<file path="src/rtl/nvm_guard_pkg.sv">
package nvm_guard_pkg;
   localparam int REG_W  = 8;
   localparam int B_MEM  = 7;
   localparam int B_CFG  = 6;
   localparam int B_RSV  = 5;
   localparam int B_FREE = 4;
   localparam int B_WERR = 3;
   localparam int B_WEN  = 2;
   localparam int B_WR   = 1;
   localparam int B_RD   = 0;

   typedef enum logic [1:0] {
      K_IDLE  = 2'd0,
      K_HALF  = 2'd1,
      K_ARMED = 2'd2
   } key_st_t;
endpackage

</file>
<file path="src/rtl/nvm_key_fsm.sv">
module nvm_key_fsm
   import nvm_guard_pkg::*;
#(
   parameter logic [REG_W-1:0] KEY_A = 8'h55,
   parameter logic [REG_W-1:0] KEY_B = 8'hAA
) (
   input  logic             clk,
   input  logic             por_n,
   input  logic             wrst_n,
   input  logic             any_we,
   input  logic             key_we,
   input  logic [REG_W-1:0] wdata,
   output logic             armed
);
   key_st_t st_q;

   // Only back-to-back key writes advance; any other write drops to idle.
   always_ff @(posedge clk or negedge por_n) begin
      if (!por_n)
         st_q <= K_IDLE;
      else if (!wrst_n)
         st_q <= K_IDLE;
      else if (key_we) begin
         if (st_q == K_HALF && wdata == KEY_B)
            st_q <= K_ARMED;
         else if (wdata == KEY_A)
            st_q <= K_HALF;
         else
            st_q <= K_IDLE;
      end else if (any_we)
         st_q <= K_IDLE;
   end

   assign armed = (st_q == K_ARMED);
endmodule

</file>
<file path="src/rtl/nvm_busy_timer.sv">
module nvm_busy_timer #(
   parameter int CYCLES = 16
) (
   input  logic clk,
   input  logic por_n,
   input  logic wrst_n,
   input  logic start,
   output logic busy,
   output logic strobe,
   output logic done
);
   logic strobe_q;
   logic done_q;

   generate
      if (CYCLES == 1) begin : g_single
         logic busy_q;
         always_ff @(posedge clk or negedge por_n) begin
            if (!por_n) begin
               busy_q <= 1'b0;
               done_q <= 1'b0;
            end else if (!wrst_n) begin
               busy_q <= 1'b0;
               done_q <= 1'b0;
            end else begin
               busy_q <= start;
               done_q <= busy_q;
            end
         end
         assign busy = busy_q;
      end else begin : g_count
         localparam int CNT_W = $clog2(CYCLES + 1);
         localparam logic [CNT_W-1:0] LOAD = CNT_W'(CYCLES);
         localparam logic [CNT_W-1:0] ONE  = CNT_W'(1);
         logic [CNT_W-1:0] cnt_q;
         always_ff @(posedge clk or negedge por_n) begin
            if (!por_n) begin
               cnt_q  <= '0;
               done_q <= 1'b0;
            end else if (!wrst_n) begin
               cnt_q  <= '0;
               done_q <= 1'b0;
            end else begin
               done_q <= (cnt_q == ONE);
               if (start)
                  cnt_q <= LOAD;
               else if (cnt_q != '0)
                  cnt_q <= cnt_q - ONE;
            end
         end
         assign busy = (cnt_q != '0);
      end
   endgenerate

   always_ff @(posedge clk or negedge por_n) begin
      if (!por_n)
         strobe_q <= 1'b0;
      else if (!wrst_n)
         strobe_q <= 1'b0;
      else
         strobe_q <= start;
   end

   assign strobe = strobe_q;
   assign done   = done_q;
endmodule

</file>
<file path="src/rtl/nvm_ctrl_reg.sv">
module nvm_ctrl_reg
   import nvm_guard_pkg::*;
(
   input  logic             clk,
   input  logic             por_n,
   input  logic             wrst_n,
   input  logic             ctrl_we,
   input  logic [REG_W-1:0] wdata,
   input  logic             busy,
   output logic             mem_sel,
   output logic             cfg_sel,
   output logic             free_q,
   output logic             werr_q,
   output logic             wen_q,
   output logic             rd_q
);
   logic unused_bits;
   assign unused_bits = wdata[B_RSV] ^ wdata[B_WR];

   always_ff @(posedge clk or negedge por_n) begin
      if (!por_n) begin
         mem_sel <= 1'b0;
         cfg_sel <= 1'b0;
         free_q  <= 1'b0;
         werr_q  <= 1'b0;
         wen_q   <= 1'b0;
         rd_q    <= 1'b0;
      end else if (!wrst_n) begin
         // selects persist; an in-flight cycle marks the error flag
         werr_q <= werr_q | busy;
         free_q <= 1'b0;
         wen_q  <= 1'b0;
         rd_q   <= 1'b0;
      end else if (ctrl_we) begin
         mem_sel <= wdata[B_MEM];
         cfg_sel <= wdata[B_CFG];
         free_q  <= wdata[B_FREE];
         werr_q  <= wdata[B_WERR];
         wen_q   <= wdata[B_WEN];
         rd_q    <= wdata[B_RD];
      end else begin
         rd_q <= 1'b0;
      end
   end
endmodule

</file>
<file path="src/rtl/nvm_prog_guard.sv">
module nvm_prog_guard
   import nvm_guard_pkg::*;
#(
   parameter int               PROG_CYCLES = 16,
   parameter int               ADDR_W      = 1,
   parameter int               CTRL_ADDR   = 0,
   parameter int               KEY_ADDR    = 1,
   parameter logic [REG_W-1:0] KEY_A       = 8'h55,
   parameter logic [REG_W-1:0] KEY_B       = 8'hAA
) (
   input  logic              clk,
   input  logic              por_n,
   input  logic              wrst_n,
   input  logic              bus_we,
   input  logic [ADDR_W-1:0] bus_addr,
   input  logic [REG_W-1:0]  bus_wdata,
   output logic [REG_W-1:0]  bus_rdata,
   output logic              cpu_stall,
   output logic              prog_strobe,
   output logic              done_irq
);
   localparam logic [ADDR_W-1:0] A_CTRL = ADDR_W'(CTRL_ADDR);
   localparam logic [ADDR_W-1:0] A_KEY  = ADDR_W'(KEY_ADDR);

   generate
      if (PROG_CYCLES < 1) begin : g_bad_cycles
         $error("PROG_CYCLES must be at least 1");
      end
      if (CTRL_ADDR == KEY_ADDR) begin : g_bad_map
         $error("control and key addresses must differ");
      end
      if (CTRL_ADDR >= (1 << ADDR_W) || KEY_ADDR >= (1 << ADDR_W)) begin : g_bad_addr
         $error("register address does not fit ADDR_W");
      end
      if (KEY_A == KEY_B) begin : g_bad_key
         $error("the two key bytes must differ");
      end
   endgenerate

   logic busy_w, armed_w, start_w;
   logic we_ok, key_we, ctrl_we;
   logic mem_w, cfg_w, free_w, werr_w, wen_w, rd_w;

   assign we_ok   = bus_we & ~busy_w;
   assign key_we  = we_ok & (bus_addr == A_KEY);
   assign ctrl_we = we_ok & (bus_addr == A_CTRL);
   assign start_w = ctrl_we & armed_w & bus_wdata[B_WR] & bus_wdata[B_WEN];

   nvm_key_fsm #(.KEY_A(KEY_A), .KEY_B(KEY_B)) u_key (
      .clk(clk), .por_n(por_n), .wrst_n(wrst_n),
      .any_we(we_ok), .key_we(key_we), .wdata(bus_wdata),
      .armed(armed_w)
   );

   nvm_busy_timer #(.CYCLES(PROG_CYCLES)) u_tmr (
      .clk(clk), .por_n(por_n), .wrst_n(wrst_n), .start(start_w),
      .busy(busy_w), .strobe(prog_strobe), .done(done_irq)
   );

   nvm_ctrl_reg u_reg (
      .clk(clk), .por_n(por_n), .wrst_n(wrst_n),
      .ctrl_we(ctrl_we), .wdata(bus_wdata), .busy(busy_w),
      .mem_sel(mem_w), .cfg_sel(cfg_w), .free_q(free_w),
      .werr_q(werr_w), .wen_q(wen_w), .rd_q(rd_w)
   );

   always_comb begin
      if (bus_addr == A_CTRL)
         bus_rdata = {mem_w, cfg_w, 1'b0, free_w, werr_w, wen_w, busy_w, rd_w};
      else
         bus_rdata = '0;
   end

   assign cpu_stall = busy_w;
endmodule

</file>
<file path="config.mk">
export PLATFORM = sky130hd
export DESIGN_NAME = nvm_prog_guard
export DESIGN_NICKNAME = d
export VERILOG_FILES = /design/src/rtl/nvm_guard_pkg.sv /design/src/rtl/nvm_key_fsm.sv /design/src/rtl/nvm_busy_timer.sv /design/src/rtl/nvm_ctrl_reg.sv /design/src/rtl/nvm_prog_guard.sv
export SDC_FILE = /design/constraint.sdc
export NUM_CORES = 1
export LEC_CHECK = 0
export BUFFER_PORTS_ARGS = -buffer_cell sky130_fd_sc_hd__buf_2
export CAP_MARGIN = 20
export CORE_MARGIN = 2
export CORE_UTILIZATION = 30
export CTS_CLUSTER_SIZE = 24
export DETAILED_ROUTE_END_ITERATION = 6
export PLACE_DENSITY_LB_ADDON = 0.15
export SLEW_MARGIN = 20
export SYNTH_ARGS = -nofsm -noshare
export SYNTH_HDL_FRONTEND = slang
export SYNTH_SLANG_ARGS = --single-unit
</file>
<file path="constraint.sdc">
create_clock -name clk -period 2.02 [get_ports clk]
set_clock_uncertainty 0.05 [all_clocks]
set_input_delay 0.404 -clock clk [delete_from_list [all_inputs] [get_ports clk]]
set_output_delay 0.404 -clock clk [all_outputs]
set_load 0.01 [all_outputs]
</file>
======== Word level (Yosys, flattened, before mapping) ========
Index checks and enable logic that the tools add are counted.
storage, ports and cells
  bits in registers ....................... 15
  input port bits ......................... 13
  word-level logic and storage cells ...... 50
cells by class
  $add $sub $neg .......................... 1
  eq/ne operators ......................... 8
  mux-type cells .......................... 19
  bitwise operators ....................... 9
  reductions and logical operators ........ 3
operators by type and width
  operator               number
  $mux W5                3
  $mux W1                11
  $eq A8 B7 Y1 const B   1
  $eq A8 B8 Y1 const B   1
  $mux W2                4
  $mux W8                1
  $and A1 B1 Y1          6
  $ne A3 B1 Y1 const B   2
  $eq A5 B1 Y1 const B   1
  $reduce_bool A5 Y1     1
  $sub A5 B1 Y5 const B  1
  $eq A2 B1 Y1 const B   1
  $eq A2 B2 Y1 const B   1
  $ne A2 B1 Y1 const B   1
  $not A1 Y1             2
  $reduce_and A2 Y1      1
  $logic_and A1 B1 Y1    1
  $or A1 B1 Y1           1

======== Longest topological paths before layout ========
  depth after elaboration ................. 9
  mapped depth ............................ 6
  depth with buffers taken out ............ 6

======== Cells and area by module ========
From an unflattened synthesis, not the netlist that was laid out.
unflattened totals
  cell total of the unflattened synthesis .. 77
  area, all modules ....................... 839.6 µm²
by module, submodules not included
  module          times used  cells an instance  area an instance (µm²)
  nvm_busy_timer  1           31                 342.8
  nvm_ctrl_reg    1           17                 239.0
  nvm_key_fsm     1           14                 146.4
  nvm_prog_guard  1           15                 111.4

======== Least setup slack after synthesis ========
OpenSTA, ideal clock, no wires.
  kind .................................... reg-to-reg
  start ................................... register u_tmr.g_count.cnt_q[0]
  end ..................................... register u_tmr.g_count.cnt_q[0]
  setup time .............................. 0.120 ns
  arrival time ............................ 1.509 ns
  path slack .............................. 0.341 ns
  cell stages (with the launch flop) ...... 7
  clock period less this slack ............ 1.679 ns
  cells stage by stage .................... dfrtp_1 inv_1 ha_1 nor4b_4 inv_2 or3_1 and3_1
between the ends
  cells in the longest elaborated chain, start to end .. 9
ends and longest elaborated chain
  what                        RTL line              RTL
  from (decl)                 nvm_busy_timer.sv:35  logic [CNT_W-1:0] cnt_q;
  from (signal assigned)      nvm_busy_timer.sv:48  cnt_q <= cnt_q - ONE;
  $reduce_bool A5 Y1 (*)      nvm_busy_timer.sv:51  assign busy = (cnt_q != '0);
  net cpu_stall               nvm_prog_guard.sv:18  output logic cpu_stall,
  $not A1 Y1                  nvm_prog_guard.sv:44  assign we_ok = bus_we & ~busy_w;
  $and A1 B1 Y1               nvm_prog_guard.sv:44
  $and A1 B1 Y1               nvm_prog_guard.sv:46  assign ctrl_we = we_ok & (bus_addr == A_CTRL);
  $and A1 B1 Y1 (3 in a row)  nvm_prog_guard.sv:47  assign start_w = ctrl_we & armed_w & bus_wdata[B_WR] & bus_wdata[B_WEN];
  $mux W5                     nvm_busy_timer.sv:45  if (start)
  $mux W5                     nvm_busy_timer.sv:40  end else if (!wrst_n) begin
Mark *: on every way through the listed nets, which the timed path passes. The rest lies on a longest branch. The select of a mux whose other input is x is not followed.
A chain may end at the register's enable or synchronous reset.

======== Worst setup path after layout ========
  start ................................... register u_tmr.g_count.cnt_q[1]
  end ..................................... output port cpu_stall
between the ends
  cells in the longest elaborated chain, start to end .. 1
ends and longest elaborated chain
  what                RTL line
  $reduce_bool A5 Y1  nvm_busy_timer.sv:51
  to (decl)           nvm_prog_guard.sv:18
No other way between the ends.

==> out/summary.txt <==
die area: 3310 sq um
CTS H-tree lvls: 1
share of layout cells above drive strength 1: 37.7%
Vias: 710
core region area: 2730 sq um
Post-Syn Instances: 84
Design Power: 1.33 mW
pwr dens: 1220 nW/um^2
crit path buf inv count: 4
Post-synth ARST share: 100%
Avg Inst Size Synth: 10.2 sq um
crit start category: register
Worst Path Required: 1.57 ns
final non-filler cell total: 145
Pre-Repair DR Iteration Count: 4
Peak VDD IR: 461 uV
Netlist cell types: 41
CTS Buffer Depth: 2
cts bufs inserted: 3
DIE WIDTH: 57.6 um
Layout Nets: 131
area grow syn2layout: 26.9%
largest net degree at the start of global routing: 16
number of flops mapped to enable cells by yosys: 0
slowest CP cell: dfrtp_1
initial core utilization: 31.5%
clock insertion delay at the later pin of the skew report: 0.28 ns
CTS sink cnt: 15
first-pass GRT wire length: 3.12 mm
Antenna Diode Count: 0
biggest regs: u_tmr.g_count.cnt_q x5, u_key.st_q x2
CP endpoint kind: output port
Pleak: 0.510 nW
minimum clock period: 1.99 ns
CP delay by family, top: buffers and inverters
vias in the first global route: 692
CTS tree: done
# fillers: 272
vias per std cell: 4.90
Pins Over Slew Limit: 0
WL final: 1.98 mm
I/O Buffers: 22
antenna-violating nets left: 0
final instance area: 1090 sq um
Hold Path Class: in -> reg
FF+latch count, synth: 15
Hold Slack: 0.305 ns
max_cap viols: 0
Residual DRC: 0
outcome: finished clean
Worst-path clk slew: 0.11 ns
DR iter-0 viols: 15
Post-synth top flop: dfrtp_1
Netlist Area Pre-Place: 861 sq um
max FFs per register: 5
Synthesized Nets: 100
register area share after synthesis: 43.6%
Placer Congestion: 0.774
dpl hpwl: 1.43 mm
dpl cells: 134
FP Rows: 19
Worst EP arrival: 1.53 ns
placed cell areas: 987 sq um
most frequent CP cell: inv_2
worst path cell trace: inv_2, ha_4, nor4b_4, buf_4, inv_2, buf_6
Max Clk Rate: 503 MHz
Setup Viol. Count Final: 0
final hold vios: 0
Die Span Y: 57.6 um
CTS root buffer: clkbuf_4
detailed-route wire length per cell: 13.6 um
Most flops, register: u_tmr.g_count.cnt_q
Worst Path Class, Setup: reg -> out
Synthesis Warnings: 0
final core occ: 40.0%
final period utilization: 98.4%
CP max stage delay: 0.41 ns
I/O pin cnt: 24
All-Layer GR Usage: 11.9%
Worst Path Max Fanout: 8
gr ovfl total: 0
initial antenna violation count: 0
[Yosys cell counts (2+ instances only)]
| master | n | area [sq um] |
|---|---|---|
| dfrtp_1 | 15 | 375 |
| nor2b_1 | 7 | 43.8 |
| nand2_1 | 5 | 18.8 |
| nor2_1 | 5 | 18.8 |
| nand3_1 | 4 | 20.0 |
| a21boi_0 | 3 | 22.5 |
| ha_1 | 3 | 37.5 |
| inv_1 | 3 | 11.3 |
| nand3b_1 | 3 | 22.5 |
| o21ai_0 | 3 | 15.0 |
| mux2_2 | 2 | 22.5 |
| or3_1 | 2 | 12.5 |
[area by class of cell]
| class | instances | area, sq um | share of cell area, % |
|---|---|---|---|
| clock inverter | 1 | 5.00 | 0.458 |
| timing repair buffer | 30 | 183 | 16.7 |
| sequential | 15 | 375 | 34.4 |
| clock buffer | 3 | 22.5 | 2.06 |
| multi-input combinational | 61 | 453 | 41.5 |
| inverter | 4 | 15.0 | 1.37 |
| tap | 31 | 38.8 | 3.55 |
[worst register-to-register path, delay by kind of cell (launching register included)]
kind                     cells  cell delay [ns]
adder cells (fa/ha/maj)      1             0.13
buffers and inverters        3             0.34
flip-flops                   1             0.41
AND/OR/NAND/NOR              3             0.81
[routing by layer]
metal | up-vias | part of all wire [%] | GRT usage, %
li1 | 357 | - | -
met1 | 334 | 46 | 17.1
met2 | 17 | 47 | 18.3
met3 | 2 | 5.1 | 2.27
met4 | 0 | 0.96 | 2.99
met5 | - | 0 | 0
[cell families after synthesis]
kind of cell               Yosys count  share of synthesized area (%)
AOI/OAI and AO/OA                   11                           8.72
xor gates and xnor gates             2                           2.04
adders and majority gates            3                           4.36
buffers and inverters                8                           5.23
DFF                                 15                           43.6
muxes                                3                           3.78
other                                1                          0.436
and+or+nand+nor                     41                           31.8
[power breakdown]
group	total, mW	switching [mW]	internal (mW)
clock	0.180	0.106	0.0734
combinational	0.708	0.328	0.380
sequential	0.442	0.0658	0.376
[through the flow]
stage | worst slack [ns] | TNS [ns]
global placement | 0.183 | 0
floorplan | 0.341 | 0
detailed placement | 0.142 | 0
global route | -0.0338 | -0.0627
finish | 0.0326 | 0
CTS | 0.0162 | 0
[layout by cell type, fill, tap and decap left out, types with 2 or more instances in the layout]
cell type  count
buf_2         21
dfrtp_1       15
nor2b_1        7
buf_4          6
nor2_1         5
nand2_1        5
nand3_1        4
inv_2          3
nand3b_1       3
o21ai_0        3
a21boi_0       3
clkbuf_4       3
or3_1          2
mux2_2         2
ha_1           2
buf_6          2
[worst paths after layout]
kind	startpoint	to	slack [ns]	depth (start not counted)
worst max-delay path	u_tmr.g_count.cnt_q[1]	cpu_stall	0.03	6
worst min-delay path	bus_wdata[0]	u_reg.rd_q	0.30	3
worst max register to register	u_tmr.g_count.cnt_q[1]	u_tmr.g_count.cnt_q[0]	0.17	7
worst min register to register	u_reg.cfg_sel	u_reg.cfg_sel	0.46	1
max in group asynchronous	por_n	u_tmr.g_count.cnt_q[1]	1.16	2
min in group asynchronous	por_n	u_tmr.strobe	0.49	2
[repair_timing]
| item | CTS | global route |
|---|---|---|
| hold buffers | 1 | 0 |
| hold endpoints to repair | 15 | 0 |
| endpoints found under the setup margin | 2 | 2 |
| buffers inserted | 3 | 3 |
| resized for setup | 2 | 4 |
Power figures use the tool's default switching activity.
